$ cat config.mk
export PLATFORM = sky130hd
export DESIGN_NAME = spectral_frame_gate
export DESIGN_NICKNAME = d
export VERILOG_FILES = /design/src/rtl/sfc_pkg.sv /design/src/rtl/sfc_beat_counter.sv /design/src/rtl/sfc_ctrl_fsm.sv /design/src/rtl/sfc_lane_stage.sv /design/src/rtl/spectral_frame_gate.sv
export SDC_FILE = /design/constraint.sdc
export NUM_CORES = 1
export LEC_CHECK = 0
export BUFFER_PORTS_ARGS = -buffer_cell sky130_fd_sc_hd__clkbuf_2
export CORE_AREA = 2 2 161 163
export CTS_CLUSTER_SIZE = 12
export DETAILED_ROUTE_END_ITERATION = 6
export DIE_AREA = 0 0 163 165
export HOLD_SLACK_MARGIN = 0.15
export SYNTH_ARGS = -nofsm -noshare
export SYNTH_HDL_FRONTEND = slang
export SYNTH_HIERARCHICAL = 1
export SYNTH_SLANG_ARGS = --single-unit
$ cat constraint.sdc
create_clock -name clk -period 3.1 [get_ports clk]
set_input_delay 0.465 -clock clk [delete_from_list [all_inputs] [get_ports clk]]
set_output_delay 0.465 -clock clk [all_outputs]
set_load 0.005 [all_outputs]
$ cat src/rtl/sfc_pkg.sv
package sfc_pkg;

   typedef enum logic [1:0] {
      ST_IDLE    = 2'd0,
      ST_ARMED   = 2'd1,
      ST_CAPTURE = 2'd2,
      ST_DONE    = 2'd3
   } gate_state_e;

endpackage

$ cat src/rtl/sfc_beat_counter.sv
module sfc_beat_counter #(
   parameter int BEATS = 128
) (
   input  logic                       clk,
   input  logic                       rst_n,
   input  logic                       clr,
   input  logic                       inc,
   output logic [$clog2(BEATS)-1:0]   count,
   output logic                       at_last
);
   localparam int CNT_W = $clog2(BEATS);
   localparam logic [CNT_W-1:0] LAST_IDX = CNT_W'(BEATS - 1);

   if (BEATS < 2) begin : g_bad_beats
      $error("sfc_beat_counter: BEATS must be at least 2");
   end

   always_ff @(posedge clk or negedge rst_n) begin
      if (!rst_n)
         count <= '0;
      else if (clr)
         count <= '0;
      else if (inc)
         count <= (count == LAST_IDX) ? '0 : count + 1'b1;
   end

   assign at_last = (count == LAST_IDX);

   // the final counted beat returns the counter to zero
   p_wrap_on_last_r4: assert property (@(posedge clk) disable iff (!rst_n)
      (inc && !clr && at_last) |=> (count == '0));

   // no increment, no change
   p_hold_when_idle_r5: assert property (@(posedge clk) disable iff (!rst_n)
      (!inc && !clr) |=> $stable(count));

endmodule

$ cat src/rtl/sfc_ctrl_fsm.sv
module sfc_ctrl_fsm
   import sfc_pkg::*;
(
   input  logic         clk,
   input  logic         rst_n,
   input  logic         trig,
   input  logic         in_valid,
   input  logic         in_sof,
   input  logic         in_eof,
   input  logic         at_last,
   output logic         cnt_clr,
   output logic         fwd,
   output logic         fwd_last,
   output gate_state_e  state,
   output logic         frame_err
);
   gate_state_e state_nxt;
   logic        err_set;

   always_comb begin
      state_nxt = state;
      cnt_clr   = 1'b0;
      fwd       = 1'b0;
      fwd_last  = 1'b0;
      err_set   = 1'b0;
      unique case (state)
         ST_IDLE: begin
            if (trig) begin
               state_nxt = ST_ARMED;
               cnt_clr   = 1'b1;
            end
         end
         ST_ARMED: begin
            if (in_valid && in_sof) begin
               if (in_eof) begin
                  err_set   = 1'b1;
                  state_nxt = ST_IDLE;
               end else begin
                  fwd       = 1'b1;
                  state_nxt = ST_CAPTURE;
               end
            end
         end
         ST_CAPTURE: begin
            if (in_valid) begin
               if (at_last) begin
                  fwd       = 1'b1;
                  fwd_last  = 1'b1;
                  state_nxt = ST_DONE;
               end else if (in_eof) begin
                  err_set   = 1'b1;
                  state_nxt = ST_IDLE;
               end else begin
                  fwd = 1'b1;
               end
            end
         end
         ST_DONE: state_nxt = ST_IDLE;
         default: state_nxt = ST_IDLE;
      endcase
   end

   always_ff @(posedge clk or negedge rst_n) begin
      if (!rst_n) begin
         state     <= ST_IDLE;
         frame_err <= 1'b0;
      end else begin
         state <= state_nxt;
         if (err_set)
            frame_err <= 1'b1;
      end
   end

   // armed state holds until a valid start-of-frame beat
   p_armed_hold_r2: assert property (@(posedge clk) disable iff (!rst_n)
      (state == ST_ARMED && !(in_valid && in_sof)) |=> (state == ST_ARMED));

   // capture is entered only from a valid start-of-frame beat
   p_start_on_sof_r3: assert property (@(posedge clk) disable iff (!rst_n)
      (state == ST_ARMED) ##1 (state == ST_CAPTURE) |-> $past(in_valid && in_sof));

   // an active capture never returns to the armed state
   p_no_rearm_r8: assert property (@(posedge clk) disable iff (!rst_n)
      (state == ST_CAPTURE || state == ST_DONE) |=> (state != ST_ARMED));

   // error flag is sticky
   p_err_sticky_r9: assert property (@(posedge clk) disable iff (!rst_n)
      frame_err |=> frame_err);

   // nothing forwarded from idle
   p_idle_quiet_r10: assert property (@(posedge clk) disable iff (!rst_n)
      (state == ST_IDLE) |-> !fwd);

endmodule

$ cat src/rtl/sfc_lane_stage.sv
module sfc_lane_stage #(
   parameter int W = 50
) (
   input  logic         clk,
   input  logic         rst_n,
   input  logic         en,
   input  logic [W-1:0] d,
   output logic [W-1:0] q
);
   always_ff @(posedge clk or negedge rst_n) begin
      if (!rst_n)
         q <= '0;
      else if (en)
         q <= d;
   end
endmodule

$ cat src/rtl/spectral_frame_gate.sv
module spectral_frame_gate
   import sfc_pkg::*;
#(
   parameter int LANES      = 4,
   parameter int LANE_W     = 50,
   parameter int FRAME_BINS = 512
) (
   input  logic                    clk,
   input  logic                    rst_n,
   input  logic                    trig,
   input  logic                    in_valid,
   input  logic                    in_sof,
   input  logic                    in_eof,
   input  logic [LANES*LANE_W-1:0] in_data,
   output logic                    out_valid,
   output logic                    out_last,
   output logic [LANES*LANE_W-1:0] out_data,
   output logic                    busy,
   output logic                    done,
   output logic                    frame_err
);
   localparam int BEATS = FRAME_BINS / LANES;
   localparam int CNT_W = $clog2(BEATS);

   if (LANES < 1) begin : g_bad_lanes
      $error("spectral_frame_gate: LANES must be positive");
   end
   if (FRAME_BINS % LANES != 0) begin : g_bad_split
      $error("spectral_frame_gate: FRAME_BINS must be a multiple of LANES");
   end
   if (LANE_W < 1) begin : g_bad_width
      $error("spectral_frame_gate: LANE_W must be positive");
   end

   gate_state_e      state;
   logic             cnt_clr;
   logic             fwd;
   logic             fwd_last;
   logic             at_last;
   logic [CNT_W-1:0] beat_cnt;

   sfc_ctrl_fsm u_fsm (
      .clk       (clk),
      .rst_n     (rst_n),
      .trig      (trig),
      .in_valid  (in_valid),
      .in_sof    (in_sof),
      .in_eof    (in_eof),
      .at_last   (at_last),
      .cnt_clr   (cnt_clr),
      .fwd       (fwd),
      .fwd_last  (fwd_last),
      .state     (state),
      .frame_err (frame_err)
   );

   sfc_beat_counter #(.BEATS(BEATS)) u_cnt (
      .clk     (clk),
      .rst_n   (rst_n),
      .clr     (cnt_clr),
      .inc     (fwd),
      .count   (beat_cnt),
      .at_last (at_last)
   );

   for (genvar g = 0; g < LANES; g++) begin : g_lane
      sfc_lane_stage #(.W(LANE_W)) u_stage (
         .clk   (clk),
         .rst_n (rst_n),
         .en    (fwd),
         .d     (in_data[g*LANE_W +: LANE_W]),
         .q     (out_data[g*LANE_W +: LANE_W])
      );
   end

   always_ff @(posedge clk or negedge rst_n) begin
      if (!rst_n) begin
         out_valid <= 1'b0;
         out_last  <= 1'b0;
      end else begin
         out_valid <= fwd;
         out_last  <= fwd_last;
      end
   end

   assign busy = (state == ST_ARMED) || (state == ST_CAPTURE);
   assign done = (state == ST_DONE);

   // last marker always rides on a forwarded beat
   p_last_valid_r6: assert property (@(posedge clk) disable iff (!rst_n)
      out_last |-> out_valid);

   // done coincides with the final beat and lasts one cycle
   p_done_on_last_r7: assert property (@(posedge clk) disable iff (!rst_n)
      done |-> (out_last && out_valid));
   p_done_single_r7: assert property (@(posedge clk) disable iff (!rst_n)
      done |=> (!done && !busy));

   // counter position is unused outside capture bookkeeping
   p_cnt_zero_armed_r4: assert property (@(posedge clk) disable iff (!rst_n)
      (state == ST_ARMED) |-> (beat_cnt == '0));

endmodule

==> out/results.ini <==
[sta]
hold-worst-slack_ps=185.2
relSlewSlack_pct=50.91
fin_crit_sh_pct=83.07
clock.fmax_mhz=388.3
finalWorstSetupSlack_ps=525.0
rsz0062_at_grt=false
fin_crit_ps=2575
setup_violations=0
finalClockSkew_ps=11.11
finalHoldViolCount=0
tns_ps=0
drv_slew=0
tightest_slew_ps=736.3

[clock_tree]
tritoncts=built
clk_latency_ps=510
clk_path_buf_depth=3
cts_made_buffers=24
cts-root-buf=clkbuf_16
path_clk_slew_ps=60
clock-sinks=212
cts_htree_levels=1

[detailed_routing]
finalWirelength_um=20580
top_layer_used=met4
wl_met1_um=8323
via_per_inst=4.406
wl_met3_um=1564
met2_wirelength_um=10080
drt-initial-drc-count=216
post-route-drc-count=0
drt_first_pass_iters=4
vias=5635
wl_per_cell_um=16.09
ant_nets=0

[critical_path]
cp_cell_sequence=ha_1, nand2_1, nor2_1, o21ai_0, a21oi_4, buf_12, buf_12, mux2_4
r2r_slack_ps=520
slowest_stage=dfrtp_1
r2r_end=g_lane[3].u_stage/q[28]$_DFFE_PN0P_
end_kind=flop
reg2reg_from=u_cnt/count[0]$_DFFE_PN0P_
path_class=reg2reg
cp.depth=8
cp_max_fo=47
cp.arrival_ps=2960
worst_setup_path_start_kind=flop
critical_path.max_stage_delay_ps=400
critPathCapture=g_lane[3].u_stage/q[28]$_DFFE_PN0P_
crit_buf_inv=2
worstPathRequired_ps=3490
crit_family=buffers and inverters
ff2ff_path_depth=8
critPathLaunch=u_cnt/count[0]$_DFFE_PN0P_
cpMostUsedCell=buf_12

[yosys]
synthCells=497
seq_area_frac_synth_pct=57.74
yosys_warnings=6
ys_types=29
netlist_area_um2=9188
syn-mean-instance-area_um2=18.49
synth_nets=710
ys_seq_elements=212

[grt]
grt.total_usage_pct=14.61
grt_pass1_vias=5911
grt-ovfl-total=0
grt_pass1_wl_um=31450
antenna_found_initial=0
grt_max_degree=90

[min_path]
hp-class=in2reg
hp-start=in_data[93]

[floorplan]
coreArea_um2=25040
start_util_pct=36.70
io_pins=411
die_w_um=163
die_y_um=165
dieArea_um2=26900
rows=58

[power]
p_per_area_nw_per_um2=971.9
power.total_mw=11.98
peakVddDrop_mv=0.5822
p_leak_nw=6.386

[placed_design]
dpl_worst_slack_ps=532.8
portBuffers=410
place.gp.congestion=0.7876
dpl.cell_count=1223
dp_hpwl_um=14880

[cells_and_area]
fin_nets=1147
layout.cells.non_filler=1279
antennaDiodeCount=0
area_growth_pct=34.20
drive_gt1_share_pct=69.76

[run]
maxCapViolations=0

[outcome]
outcome=finished, final reports clean

## Yosys cell counts
cell         n  area (um^2)
dfrtp_1    212         5305
mux2_4     201         3018
buf_12      20        400.4
ha_1         7        87.58
a21oi_1      6        30.03
nand2_1      6        22.52
o21ai_0      5        25.02
buf_6        4        45.04
inv_1        4        15.01
nand2b_1     4        25.02
nor2b_1      4        25.02
nor2_1       3        11.26
nand3_1      2        10.01
nand4_1      2        12.51
or3_1        2        12.51
xor2_1       2        17.52
a2111oi_4    1        27.53
a311oi_1     1        8.760
a31oi_1      1        6.260
a41o_2       1        11.26
and2_1       1        6.260
and3_2       1        7.510
buf_2        1        5.000
mux2i_1      1        10.01
nand2_2      1        6.260
nand4_2      1        12.51
nor3b_1      1        7.510
o211ai_1     1        7.510
o221ai_1     1        8.760
## cell families (layout without fill, tap and decap cells)
family | count (synthesis) | count (layout) | synth area share (%)
xor gates and xnor gates | 2 | 2 | 0.1907
and+or+nand+nor | 28 | 28 | 1.730
adders and majority gates | 7 | 7 | 0.9532
buffers and inverters | 29 | 481 | 5.066
DFF | 212 | 212 | 57.74
AOI/OAI and AO/OA | 17 | 17 | 1.362
muxes | 202 | 202 | 32.96
## stage by stage
stage                     utilization, %  area (um^2)
final                              49.25        12330
after global routing               49.25        12330
after CTS                          49.25        12330
after detailed placement           45.55        11400
after global placement             45.55        11400
after floorplan                        -         9188
## what timing repair did
item	4_1_cts	5_1_grt
setup endpoints to repair	0	0
gates resized for setup	0	0
endpoints found under the hold margin	100	0
setup buffers	0	0
hold buffers	15	0
## registers in the layout, indices dropped and copies added, names as in the netlist
signal,count
g_lane.u_stage/q,200
u_fsm/state,2
u_cnt/count,7
out_last,1
u_fsm/frame_err,1
out_valid,1
## cells in the final DEF (no fill, tap or decap), drive strengths merged
cell type / n
a2111oi: 1
a21oi: 6
a311oi: 1
a31oi: 1
a41o: 1
and2: 1
and3: 1
buf: 11
bufinv: 1
clkbuf: 448
clkinv: 2
dfrtp: 212
dlygate4sd3: 15
ha: 7
inv: 4
mux2: 201
mux2i: 1
nand2: 7
nand2b: 4
nand3: 2
nand4: 3
nor2: 3
nor2b: 4
nor3b: 1
o211ai: 1
o21ai: 5
o221ai: 1
or3: 2
xor2: 2
## worst min-delay path by stage
stage                                          endpoint  cells past startpoint
finish              g_lane[1].u_stage/q[43]$_DFFE_PN0P_                      2
global route        g_lane[1].u_stage/q[17]$_DFFE_PN0P_                      2
detailed placement          u_fsm/frame_err$_DFFE_PN0P_                      1
floorplan            g_lane[0].u_stage/q[0]$_DFFE_PN0P_                      0
global placement            u_fsm/frame_err$_DFFE_PN0P_                      1
CTS                  g_lane[1].u_stage/q[6]$_DFFE_PN0P_                      2
## power breakdown
group | switching (mW) | internal [mW]
Clock | 1.07 | 1.69
Sequential | 0.767 | 4.08
Combinational | 1.47 | 2.90
## metal layers
layer  vias to the layer above  GRT usage, %
met5                         -             0
met4                         0         5.229
met3                        40         3.440
met2                       251         25.25
met1                      2728         17.89
li1                       2616             -
## cell type report
class | instances | area [um^2]
clock buffers | 38 | 734.5
clock inverters | 3 | 40.04
fillers | 2205 | 12710
inverters | 4 | 15.01
multi-input cells | 256 | 3428
flip-flops and latches | 212 | 5305
well taps | 330 | 412.9
repair buffers | 436 | 2394
Power figures use the tool's default switching activity.
